--- src/rtl/burst_pkg.sv ---
package burst_pkg;

    typedef enum logic [1:0] {
        ST_IDLE,
        ST_LAT,
        ST_DATA,
        ST_ROW
    } seq_state_e;

    localparam logic [2:0] LEN_W4   = 3'b001;
    localparam logic [2:0] LEN_W8   = 3'b010;
    localparam logic [2:0] LEN_W16  = 3'b011;
    localparam logic [2:0] LEN_W32  = 3'b100;
    localparam logic [2:0] LEN_CONT = 3'b111;

    typedef struct packed {
        logic       wr;
        logic       cont;
        logic       wrap;
        logic [2:0] len_log2;
    } burst_ctx_t;

    function automatic logic len_ok(input logic [2:0] code);
        return (code == LEN_W4) || (code == LEN_W8) || (code == LEN_W16) ||
               (code == LEN_W32) || (code == LEN_CONT);
    endfunction

    function automatic logic lat_ok(input logic [2:0] code, input logic fixed);
        if (fixed)
            return (code >= 3'd2) && (code <= 3'd6);
        return (code == 3'd2) || (code == 3'd3);
    endfunction

    function automatic logic [2:0] len_log2(input logic [2:0] code);
        case (code)
            LEN_W4:  return 3'd2;
            LEN_W8:  return 3'd3;
            LEN_W16: return 3'd4;
            default: return 3'd5;
        endcase
    endfunction

    function automatic logic [3:0] lat_clocks(input logic [2:0] code, input logic fixed,
                                              input logic rd, input logic hit);
        if (!fixed && rd && hit)
            return {code, 1'b0};
        return {1'b0, code} + 4'd1;
    endfunction

endpackage

--- src/rtl/burst_decode.sv ---
module burst_decode
    import burst_pkg::*;
(
    input  logic [2:0] cfg_len,
    input  logic       cfg_wrap,
    input  logic [2:0] cfg_lat,
    input  logic       cfg_lat_fixed,
    input  logic       we_n,
    input  logic       refresh_hit,
    output logic       cfg_ok,
    output logic [3:0] lat,
    output burst_ctx_t ctx
);

    logic cont;

    always_comb begin
        cont         = (cfg_len == LEN_CONT);
        cfg_ok       = len_ok(cfg_len) && lat_ok(cfg_lat, cfg_lat_fixed);
        lat          = lat_clocks(cfg_lat, cfg_lat_fixed, we_n, refresh_hit);
        ctx.wr       = !we_n;
        ctx.cont     = cont;
        ctx.wrap     = cfg_wrap && !cont;
        ctx.len_log2 = len_log2(cfg_len);
    end

endmodule

--- src/rtl/burst_addr_gen.sv ---
module burst_addr_gen #(
    parameter int AW       = 21,
    parameter int ROW_BITS = 7
) (
    input  logic          clk,
    input  logic          rst,
    input  logic          load,
    input  logic [AW-1:0] load_addr,
    input  logic          step,
    input  logic          wrap,
    input  logic [2:0]    len_log2,
    output logic [AW-1:0] cur,
    output logic          row_end
);

    logic [AW-1:0] mask;
    logic [AW-1:0] inc;
    logic [AW-1:0] next_a;

    always_comb begin
        mask    = (AW'(1) << len_log2) - AW'(1);
        inc     = cur + AW'(1);
        next_a  = wrap ? ((cur & ~mask) | (inc & mask)) : inc;
        row_end = (&cur[ROW_BITS-1:0]) && !wrap;
    end

    always_ff @(posedge clk) begin
        if (rst)
            cur <= '0;
        else if (load)
            cur <= load_addr;
        else if (step)
            cur <= next_a;
    end

    AST_WRAP_BLOCK: assert property (@(posedge clk) disable iff (rst)
        (step && wrap) |=> (((cur ^ $past(cur)) & ~$past(mask)) == '0));

endmodule

--- src/rtl/burst_fsm.sv ---
module burst_fsm
    import burst_pkg::*;
#(
    parameter int CW        = 4,
    parameter int ROW_PAUSE = 3
) (
    input  logic       clk,
    input  logic       rst,
    input  logic       tick,
    input  logic       ce_n,
    input  logic       adv_n,
    input  logic       cfg_ok,
    input  logic [3:0] lat_in,
    input  burst_ctx_t ctx_in,
    input  logic       row_end,
    output seq_state_e state,
    output logic       load,
    output logic       step,
    output burst_ctx_t ctx,
    output logic       early_valid
);

    localparam logic [CW-1:0] PAUSE_LOAD = CW'(ROW_PAUSE - 1);

    logic [CW-1:0] cnt;
    logic [5:0]    words;
    logic [6:0]    len;
    logic          last;

    always_comb begin
        len  = 7'd1 << ctx.len_log2;
        last = !ctx.cont && ({1'b0, words} == (len - 7'd1));
        load = (state == ST_IDLE) && tick && !ce_n && !adv_n && cfg_ok;
        step = (state == ST_DATA) && tick && !ce_n && !last;
        early_valid = ((state == ST_LAT) && (cnt == '0)) ||
                      ((state == ST_ROW) && (cnt == '0)) ||
                      ((state == ST_DATA) && !last && !row_end);
    end

    always_ff @(posedge clk) begin
        if (rst) begin
            state <= ST_IDLE;
            cnt   <= '0;
            words <= '0;
            ctx   <= '0;
        end else if (ce_n) begin
            state <= ST_IDLE;
        end else if (tick) begin
            case (state)
                ST_IDLE: begin
                    if (load) begin
                        state <= ST_LAT;
                        cnt   <= CW'(lat_in - 4'd1);
                        words <= '0;
                        ctx   <= ctx_in;
                    end
                end
                ST_LAT: begin
                    if (cnt == '0)
                        state <= ST_DATA;
                    else
                        cnt <= cnt - CW'(1);
                end
                ST_DATA: begin
                    if (last) begin
                        state <= ST_IDLE;
                    end else begin
                        words <= words + 6'd1;
                        if (row_end) begin
                            state <= ST_ROW;
                            cnt   <= PAUSE_LOAD;
                        end
                    end
                end
                default: begin
                    if (cnt == '0)
                        state <= ST_DATA;
                    else
                        cnt <= cnt - CW'(1);
                end
            endcase
        end
    end

    AST_CE_IDLE: assert property (@(posedge clk) disable iff (rst)
        ce_n |=> (state == ST_IDLE));

    AST_SUSPEND_HOLD: assert property (@(posedge clk) disable iff (rst)
        (!tick && !ce_n) |=> ($stable(state) && $stable(cnt) && $stable(words)));

    AST_ROW_PAUSE: assert property (@(posedge clk) disable iff (rst)
        ((state == ST_DATA) && tick && !ce_n && row_end && !last) |=> (state == ST_ROW));

    AST_FIXED_COUNT: assert property (@(posedge clk) disable iff (rst)
        ((state == ST_DATA) && !ctx.cont) |-> ({1'b0, words} < len));

endmodule

--- src/rtl/burst_seq.sv ---
module burst_seq
    import burst_pkg::*;
#(
    parameter int AW        = 21,
    parameter int ROW_WORDS = 128,
    parameter int ROW_PAUSE = 3,
    parameter int CW        = 4
) (
    input  logic          clk,
    input  logic          rst,
    input  logic          clk_en,
    input  logic          ce_n,
    input  logic          adv_n,
    input  logic          we_n,
    input  logic [AW-1:0] addr_in,
    input  logic          refresh_hit,
    input  logic [2:0]    cfg_len,
    input  logic          cfg_wrap,
    input  logic [2:0]    cfg_lat,
    input  logic          cfg_lat_fixed,
    input  logic          cfg_wait_hi,
    input  logic          cfg_wait_early,
    output logic          wait_o,
    output logic          xfer,
    output logic          xfer_wr,
    output logic [AW-1:0] word_addr,
    output logic          busy
);

    localparam int ROW_BITS = $clog2(ROW_WORDS);

    logic       cfg_ok;
    logic [3:0] lat;
    burst_ctx_t ctx_new;
    burst_ctx_t ctx;
    seq_state_e state;
    logic       load;
    logic       step;
    logic       row_end;
    logic       early_valid;
    logic       wait_act;

    burst_decode u_decode (
        .cfg_len       (cfg_len),
        .cfg_wrap      (cfg_wrap),
        .cfg_lat       (cfg_lat),
        .cfg_lat_fixed (cfg_lat_fixed),
        .we_n          (we_n),
        .refresh_hit   (refresh_hit),
        .cfg_ok        (cfg_ok),
        .lat           (lat),
        .ctx           (ctx_new)
    );

    burst_fsm #(
        .CW        (CW),
        .ROW_PAUSE (ROW_PAUSE)
    ) u_fsm (
        .clk         (clk),
        .rst         (rst),
        .tick        (clk_en),
        .ce_n        (ce_n),
        .adv_n       (adv_n),
        .cfg_ok      (cfg_ok),
        .lat_in      (lat),
        .ctx_in      (ctx_new),
        .row_end     (row_end),
        .state       (state),
        .load        (load),
        .step        (step),
        .ctx         (ctx),
        .early_valid (early_valid)
    );

    burst_addr_gen #(
        .AW       (AW),
        .ROW_BITS (ROW_BITS)
    ) u_addr (
        .clk       (clk),
        .rst       (rst),
        .load      (load),
        .load_addr (addr_in),
        .step      (step),
        .wrap      (ctx.wrap),
        .len_log2  (ctx.len_log2),
        .cur       (word_addr),
        .row_end   (row_end)
    );

    always_comb begin
        xfer     = (state == ST_DATA);
        busy     = (state != ST_IDLE);
        xfer_wr  = ctx.wr;
        wait_act = !ce_n && (cfg_wait_early ? !early_valid : !xfer);
        wait_o   = cfg_wait_hi ? wait_act : !wait_act;
    end

    AST_IDLE_WAIT_LEVEL: assert property (@(posedge clk) disable iff (rst)
        ce_n |-> (wait_o == !cfg_wait_hi));

endmodule

--- config.mk ---
export PLATFORM = sky130hd
export DESIGN_NAME = burst_seq
export DESIGN_NICKNAME = d
export VERILOG_FILES = /design/src/rtl/burst_pkg.sv /design/src/rtl/burst_decode.sv /design/src/rtl/burst_addr_gen.sv /design/src/rtl/burst_fsm.sv /design/src/rtl/burst_seq.sv
export SDC_FILE = /design/constraint.sdc
export NUM_CORES = 1
export LEC_CHECK = 0
export BUFFER_PORTS_ARGS = -buffer_cell sky130_fd_sc_hd__buf_2
export CAP_MARGIN = 10
export CORE_MARGIN = 3
export CORE_UTILIZATION = 60
export DETAILED_ROUTE_END_ITERATION = 10
export PLACE_DENSITY = 0.86
export SYNTH_ARGS = -nofsm -noshare
export SYNTH_HDL_FRONTEND = slang
export SYNTH_SLANG_ARGS = --single-unit
--- constraint.sdc ---
create_clock -name clk -period 5.14 [get_ports clk]
set_clock_uncertainty 0.05 [all_clocks]
set_input_delay 0.771 -clock clk [delete_from_list [all_inputs] [get_ports clk]]
set_output_delay 0.771 -clock clk [all_outputs]
set_load 0.05 [all_outputs]
# Word level (Yosys, flattened, before mapping)
# Index checks and enable logic that the tools add are counted.
[classes]
add_sub_neg = 7
multipliers = 0
div_mod_pow = 0
n_lt_le_gt_ge = 2
n_eq_ne = 16
shifts = 2
n_mux = 25
bitwise = 5
reduce_logical = 50
[op_table]
columns = ["op", "n"]
rows = [
  ["$mux W21", 3],
  ["$and A21 B21 Y21", 2],
  ["$mux W4", 6],
  ["$add A21 B1 Y21 const B", 1],
  ["$not A21 Y21", 1],
  ["$or A21 B21 Y21", 1],
  ["$shl A1 B3 Y21 const A", 1],
  ["$sub A21 B2 Y21 const B", 1],
  ["$logic_and A1 B1 Y1", 19],
  ["$eq A3 B2 Y1 const B", 4],
  ["$logic_not A1 Y1", 12],
  ["$mux W6", 2],
  ["$pmux W6 S2", 1],
  ["$pmux W3 S3", 1],
  ["$mux W2", 4],
  ["$pmux W4 S2", 1],
  ["$reduce_and A4 Y1", 2],
  ["$sub A4 B1 Y4 const B", 2],
  ["$eq A6 B7 Y1", 1],
  ["$logic_or A1 B1 Y1", 7],
  ["$reduce_and A7 Y1", 1],
  ["$shl A1 B3 Y7 const A", 1],
  ["$sub A7 B1 Y7 const B", 1],
  ["$add A6 B1 Y6 const B", 1],
  ["21 further kinds", 31],
]
[totals]
register_bits = 39
latchBits = 0
mem_bits_rw = 0
mem_bits_ro = 0
inputBits = 38
output_inout_bits = 25
word_cells = 115
mem_count = 0

# Depth between registers and ports, before layout
# Gate-level depths: netlist (run 1).
[logic_depth]
ltp_word = 13
mapped_depth = 14
ltp_nobuf = 9

# By module
# From an unflattened synthesis (run 1), not the netlist that was laid out.
[hier_totals]
cells_unflattened = 344
hier_area_um2 = 2787.7
[by_module_without_submodules]
columns = ["module", "instances", "cells_each", "area_per_inst_um2", "seq_area_each_um2"]
rows = [
  ["burst_addr_gen", 1, 163, 1341.3, 420.4],
  ["burst_fsm", 1, 153, 1233.7, 360.3],
  ["burst_decode", 1, 23, 171.4, 0.0],
  ["burst_seq", 1, 5, 41.3, 0.0],
]

# Worst setup path before layout (run 1)
# No wires, ideal clock.
[synth_timing]
path_type = "reg-to-output"
startpoint = "register, netlist name u_fsm.ctx[1]"
endpoint = "output port wait_o"
t_arrival_ns = 2.453
slack_ns = 1.866
stages_incl_launch_ff = 12
path_buffers = 3
cell_sequence = "dfxtp_1 -> buf_6 -> or3_1 -> ha_1 -> buf_2 -> xnor2_1 -> o21ai_1 -> o2111a_1 -> buf_2 -> a31o_2 -> nor2_1 -> a211o_1"
[synth_between]
elab_chain_cells = 13
[synth_lines]
columns = ["item", "line_no", "rtl"]
rows = [
  ["$shl A1 B3 Y7 *", "burst_fsm.sv:31", "len = 7'd1 << ctx.len_log2;"],
  ["$sub A7 B1 Y7 *", "burst_fsm.sv:32", "last = !ctx.cont && ({1'b0, words} == (len - 7'd1));"],
  ["$eq A6 B7 Y1 *", "burst_fsm.sv:32", ""],
  ["$logic_and A1 B1 Y1 *", "burst_fsm.sv:32", ""],
  ["$logic_not A1 Y1 *", "burst_fsm.sv:37", "((state == ST_DATA) && !last && !row_end);"],
  ["$logic_and A1 B1 Y1 * (2 in series)", "burst_fsm.sv:37", ""],
  ["$logic_or A1 B1 Y1 *", "burst_fsm.sv:36", "((state == ST_ROW) && (cnt == '0)) ||"],
  ["$logic_not A1 Y1 *", "burst_seq.sv:94", "wait_act = !ce_n && (cfg_wait_early ? !early_valid : !xfer);"],
  ["$mux W1 *", "burst_seq.sv:94", ""],
  ["$logic_and A1 B1 Y1 *", "burst_seq.sv:94", ""],
  ["$logic_not A1 Y1", "burst_seq.sv:95", "wait_o = cfg_wait_hi ? wait_act : !wait_act;"],
  ["$mux W1 *", "burst_seq.sv:95", ""],
  ["to (decl)", "burst_seq.sv:23", "output logic wait_o,"],
]
# Mark *: on every way between the ends. The rest lies on a longest branch, timed or not.

# Worst setup path after layout (run 1)
[layout_timing]
startpoint = "register, netlist name u_fsm.ctx[2]"
endpoint = "output port wait_o"
[layout_between]
elab_chain_cells = 13
[layout_lines]
columns = ["item", "line_no"]
rows = [
  ["$shl A1 B3 Y7 *", "burst_fsm.sv:31"],
  ["$sub A7 B1 Y7 *", "burst_fsm.sv:32"],
  ["$eq A6 B7 Y1 *", "burst_fsm.sv:32"],
  ["$logic_and A1 B1 Y1 *", "burst_fsm.sv:32"],
  ["$logic_not A1 Y1 *", "burst_fsm.sv:37"],
  ["$logic_and A1 B1 Y1 * (2 in series)", "burst_fsm.sv:37"],
  ["$logic_or A1 B1 Y1 *", "burst_fsm.sv:36"],
  ["$logic_not A1 Y1 *", "burst_seq.sv:94"],
  ["$mux W1 *", "burst_seq.sv:94"],
  ["$logic_and A1 B1 Y1 *", "burst_seq.sv:94"],
  ["$logic_not A1 Y1", "burst_seq.sv:95"],
  ["$mux W1 *", "burst_seq.sv:95"],
]
# Marked as above.

==> run metrics, run 1 <==
# port buffers 62; final setup vio count 0; Worst setup SP type register; fill cell count between 400 and 500; Post-synth EDFFs 0; Mapped Area roughly 3000 µm²; total CTS buffers 5; vias in the first global route between 2,000 and 3,000; RSZ-0062 raised after global routing false; Clock Pin Slew Worst Setup and Hold Paths roughly 80 ps; GR Overflow Total 0; Seq/Total Area, Yosys 26.1%; Sink Count 39; Die Height 76.6 µm; I/O pins 63; Placement Rows 25; asr flop ratio synth 0%; status complete, no violations; Clock Tree Root clkbuf_8; drc violations 0; Syn Nets between 400 and 500; GRT busiest layer met2; clock latency on the worst-skew pair between 300 and 400 ps; antenna viol nets, final 0; antenna fix cells 0; Setup crit end kind primary output; gpl congestion ~0.91; H-tree levels 2; first-pass GRT wire length 13,500 µm; largest net degree at the start of global routing 37; Synth top area share between 20% and 30%; worst vdd ir 0.121 mV; crit-path max FO 20; Slew @ Worst Pin around 960 ps; P_leak 1.27 nW; nets@finish between 400 and 500; CP cell instances nor2_1 > nand2_1 > ha_1 > xnor2_1 > o21ai_1 > o2111a_1 > a31o_2 > nor2_1 > a211o_1 > buf_2; hold_buf cts 0; layout cells sized above 1 18.5%; number of unique standard cell types used by synthesis slightly below 70; max frequency roughly 240 MHz; synthesis-to-layout area growth 13.3%; GRT met2 Usage between 40% and 50%; initial core utilization 62.8%; total power 0.729 mW; max-slew violation count 0; Slew headroom between 30% and 40%; Most common cell on crit path nor2_1; post-DR wirelength/cell between 15 and 20 µm; PwrDens ~220 nW/µm²; Reg area ~780 µm²; Synth area leader dfxtp_1; core area ~4800 µm²; drt first-iter violations 267; maximum clock path buffer count 2; CTS tree done; post-cts resize count 0; Top FF cell, synth dfxtp_1; Largest stage delay, worst path 710 ps; Mapped Cells just under 400; Multi-input gate area around 2000 µm²; Pre-Repair DR Iteration Count 5; Crit-path slowest cell dfxtp_1; data arrival time of the critical path around 3400 ps; Tcrit/Tclk final between 80% and 90%; initial antenna violation count 0; Setup TNS 0 ps; Via density 6.38; met3 usage around 6.3%; Hold Crit Class reg -> reg; synth warn 0; Die ar. 5860 µm²; Max Cap Viol 0; Hold Violations, Final 0; drt total wl slightly above 8000 µm; CP Data Required Time around 4300 ps; DPL Wire Length about 5800 µm; Avg Cell Area, Syn around 7.6 µm²; GRT Util Overall 27.5%; Horiz. Die Dim 76.6 µm; synth top area cells dfxtp_1 26%, nand2_1 4.8%, nor2_1 4.1%; GR Layer Usage met1 approximately a third; post-synthesis register bit count 39; kind of critical path reg -> out; vias between 3,000 and 4,000; fin crit period roughly 4200 ps; postcts setup bufs 0
## power by group
group	internal, mW	switching, mW
Clock	0.157	0.121
Combinational	0.0470	0.0825
Sequential	0.309	0.0121
Total	0.513	0.216
## logic make-up (layout without fill, tap and decap cells)
| kind of cell | count (synthesis) | in the layout | synth area share [%] |
|---|---|---|---|
| DFF | 39 | 39 | 26.1 |
| xor gates and xnor gates | 9 | 9 | 2.64 |
| muxes | 3 | 3 | 1.01 |
| AOI/OAI and AO/OA | 111 | 111 | 28.6 |
| buffers and inverters | 45 | 91 | 6.62 |
| and+or+nand+nor | 178 | 178 | 31.6 |
| adders and majority gates | 8 | 8 | 3.35 |
## critical path: cells and delay by family, from the launching register on
| kind | cells | cell delay [ps] |
|---|---|---|
| XOR/XNOR | 1 | 170 |
| buffers and inverters | 1 | 210 |
| adder cells (fa/ha/maj) | 1 | 480 |
| AO/OA/AOI/OAI | 4 | 1090 |
| flip-flops | 1 | 710 |
| AND/OR/NAND/NOR | 3 | 400 |
## Yosys cell counts, types with 5 or more instances
library cell,instances
a211oi_1,5
xnor2_1,7
a21oi_1,22
o21a_1,5
dfxtp_1,39
inv_1,19
nor3_1,16
ha_1,8
nand2b_1,6
nor2_1,33
nand2_1,38
or3_1,6
nand4_1,9
buf_2,5
o21ai_0,11
a311oi_1,14
nand3_1,24
nor4_1,7
clkbuf_1,13
a31oi_1,5
## per-layer routing
metal	up-vias	share of wire (%)
li1	1588	-
met1	1470	42
met2	151	47
met5	-	0
met3	19	8.1
met4	0	2.7
## cells in the final DEF (no fill, tap or decap), types with 4 or more instances in the layout
| master | Yosys | final |
|---|---|---|
| nor3_1 | 16 | 16 |
| a211oi_1 | 5 | 5 |
| o21ai_1 | 4 | 4 |
| nand2b_1 | 6 | 6 |
| xnor2_1 | 7 | 7 |
| o31ai_1 | 4 | 4 |
| o21ai_0 | 11 | 11 |
| buf_2 | 5 | 62 |
| inv_1 | 19 | 19 |
| and2_1 | 4 | 4 |
| nor3b_1 | 4 | 4 |
| nor2_1 | 33 | 33 |
| nand3_1 | 24 | 24 |
| dfxtp_1 | 39 | 39 |
| nand4_1 | 9 | 9 |
| a21oi_1 | 22 | 22 |
| nor4_1 | 7 | 7 |
| nor2b_1 | 4 | 4 |
| a311oi_1 | 14 | 14 |
| nand2_1 | 38 | 38 |
| or4_1 | 4 | 4 |
| o21a_1 | 5 | 5 |
| clkbuf_8 | 0 | 6 |
| o311a_1 | 4 | 4 |
| a31oi_1 | 5 | 5 |
| and3_1 | 4 | 4 |
| or3_1 | 6 | 6 |
| ha_1 | 8 | 8 |
## final timing paths
kind                startpoint            to  slack, ps  cells after the start
setup / recovery  u_fsm.ctx[2]        wait_o        960                     10
hold / removal    u_fsm.ctx[5]  u_fsm.ctx[5]        460                      2
setup reg to reg  u_fsm.ctx[2]      register       1440                      9
hold reg to reg   u_fsm.ctx[5]  u_fsm.ctx[5]        460                      2
## per-stage QoR
stage	std cells	area [µm²]	setup WS, ps	util, %	hold slack (ps)
global route	506	3380	791	71.2	489
global placement	498	3270	1510	68.7	434
detailed placement	498	3270	1390	68.7	444
floorplan	393	2990	1870	-	408
finish	506	3380	956	71.2	456
CTS	506	3380	1040	71.2	459
## area by class of cell
type / count / area share, %
clock inverters: 2 / 1.04
clock buffers: 6 / 2.44
flip-flops and latches: 39 / 23.1
inverters: 20 / 2.22
multi-input cells: 309 / 59.4
repair buffers: 63 / 9.39
well taps: 67 / 2.48
(Power assumes the default switching activity.)
==> run 2: changes to the inputs <==
Settings changed: CORE_UTILIZATION 60 to 50, PLACE_DENSITY 0.86 to 0.76.
Clock period 5.14 ns to 3.6 ns, I/O delays scaled along.
==> run 2 against run 1 <==
Non-clock buffer count up 5. Sequential cell count unchanged. Cell count up 2.0%. Register-to-register slack worse by 1100 ps. Power up 42%. Combinational power up 46%. Hold slack worse by 62 ps. Highest routed layer unchanged. Critical path depth down 1. Die area up 18%.
==> run metrics, run 2 (synthesis gave the netlist of run 1 again) <==
status complete, no violations; drt first-iter violations 166 (-38%); Tcrit/Tclk final 95.4%; PwrDens 302 nW/µm² (+40%); final setup vio count 0 (unchanged); WHS Path Cells 3 (+1); fill cell count 532 (+27%); Die Height 83.3 µm (+8.8%); initial core utilization 52.9% (-9.9 points); Via density 6.19 (-2.9%); Sink Count 39 (unchanged); Slew @ Worst Pin 792 ps (-163 ps); drt total wl 7970 µm (-1.5%); Reg-to-Reg Start u_fsm.ctx[0]; core area 5640 µm² (+19%); post-DR wirelength/cell 15.4 µm (-3.4%); Horiz. Die Dim 83.3 µm (+8.8%); postcts setup bufs 0 (unchanged); max frequency 291 MHz; Pre-Repair DR Iteration Count 5 (unchanged); Clock Pin Slew Worst Setup and Hold Paths 80 ps (about the same); hold_buf cts 0 (unchanged); GR Overflow Total 0 (unchanged); min-delay src addr_in[16]; Die ar. 6940 µm² (+18%); max-slew violation count 0 (unchanged); drc violations 0 (unchanged); CP cell instances or3_1 > ha_1 > nor2b_1 > nor3_1 > o2111a_2 > a31o_2 > nor2_1 > a211o_1 > buf_2; total CTS buffers 5 (unchanged); Hold Crit Class in -> reg; clock latency on the worst-skew pair 300 ps (about the same); Slew headroom 47.2% (+11 points); Placement Rows 27 (+8.0%); maximum clock path buffer count 2 (unchanged); Setup crit end kind primary output; worst path bufs/invs 1 (unchanged); I/O pins 63 (unchanged); first-pass GRT wire length 13,200 µm (-2.3%); GRT Util Overall 22.3% (-5.2 points); Max Cap Viol 0 (unchanged); cell total after placement 508 (+2.0%); Crit-path slowest cell or3_1; Worst R2R Path Depth 8 (-1); vias in the first global route 2,806 (-3.9%); DPL Wire Length 5900 µm (+1.7%); fin crit period ~3400 ps; most frequent cells in the layout 62 x buf_2, 39 x dfxtp_1, 38 x nand2_1; critical path's top delay family simple AND/OR/NAND/NOR gates; Layout Cells excl Fill 516 (+2.0%); kind of critical path reg -> out; crit-path max FO 13 (-35%); post-route cell area 3430 µm² (+1.3%); vias 3,196 (-0.99%); most common cell after layout, fill and taps aside buf_2; synthesis-to-layout area growth 14.8%; FF-to-FF setup slack 350 ps (-1090 ps); antenna viol nets, final 0 (unchanged); gpl congestion 0.846 (-6.7%); dpl cell area 3310 µm² (+1.3%); initial antenna violation count 0 (unchanged); Largest stage delay, worst path 460 ps (-250 ps); H-tree levels 2 (unchanged); layout cells sized above 1 19.6% (+1.1 points); CP Data Required Time 3010 ps (-1310 ps); hold_ws 394 ps (-62.1 ps); data arrival time of the critical path 2840 ps (-520 ps); Setup TNS 0 ps (unchanged); largest net degree at the start of global routing 37 (unchanged); total power 1.03 mW (+42%); Worst setup SP type register; RSZ-0062 raised after global routing false; nets@finish 489 (+1.0%); CTS tree done; worst vdd ir 0.192 mV (+59%); Clock Tree Root clkbuf_8; Hold Violations, Final 0 (unchanged); antenna fix cells 0 (unchanged); P_leak 1.29 nW (+2.2%); # port buffers 62 (unchanged)
==> run 2: changes by cell type in the layout (fill, tap and decap cells not counted) <==
cell      delta
buf_4        +5
o2111a_1     -1
o2111a_2     +1
==> run 2: final cells by class <==
cell class	instances	area, µm²	area share, %
Sequential cell	39	781	22.8
Clock inverter	2	35.0	1.02
Clock buffer	6	82.6	2.41
Multi-Input combinational cell	309	2010	58.6
Timing Repair Buffer	68	355	10.4
Tap cell	72	90.1	2.63
Inverter	20	75.1	2.19
==> run 2: per-stage QoR <==
step	setup slack (ps)	util (%)
after floorplan	557	-
after global placement	471	58.7
after detailed placement	420	58.7
after CTS	91.4	60.7
after global routing	34.5	60.8
final	165	60.8
==> run 2: worst max path at each step <==
stage / from / end / depth (start not counted)
2_1_floorplan: u_fsm.ctx[1] / wait_o / 11
3_3_place_gp: u_fsm.ctx[0] / wait_o / 9
3_5_place_dp: u_fsm.ctx[0] / register / 8
4_1_cts: u_fsm.ctx[0] / wait_o / 9
5_1_grt: u_fsm.ctx[0] / wait_o / 9
6_report: u_fsm.ctx[0] / wait_o / 9
==> run 2: worst register-to-register path, cell delays in order, from the launching register on <==
cell	delay [ps]
dfxtp_1	440
or3_1	460
ha_1	300
buf_4	200
a31oi_1	210
o21ai_2	150
a31o_1	510
or4_1	580
a311oi_1	270
==> run 2: repair_timing <==
item,in CTS,in global routing
gates resized for setup,0,1
endpoints found under the setup margin,0,1
hold endpoints to repair,0,0
==> run 2: power by group <==
part	leakage [nW]	internal (mW)	switching, mW
registers	0.315	0.441	0.0147
logic	0.916	0.0691	0.118
clock network	0.0612	0.225	0.166
==> run 2: layer usage <==
layer  share of wire, %  track usage [%]
met5                  0                0
met4                1.2             5.20
met3                6.5             4.46
met2                 46             37.4
met1                 46             29.4
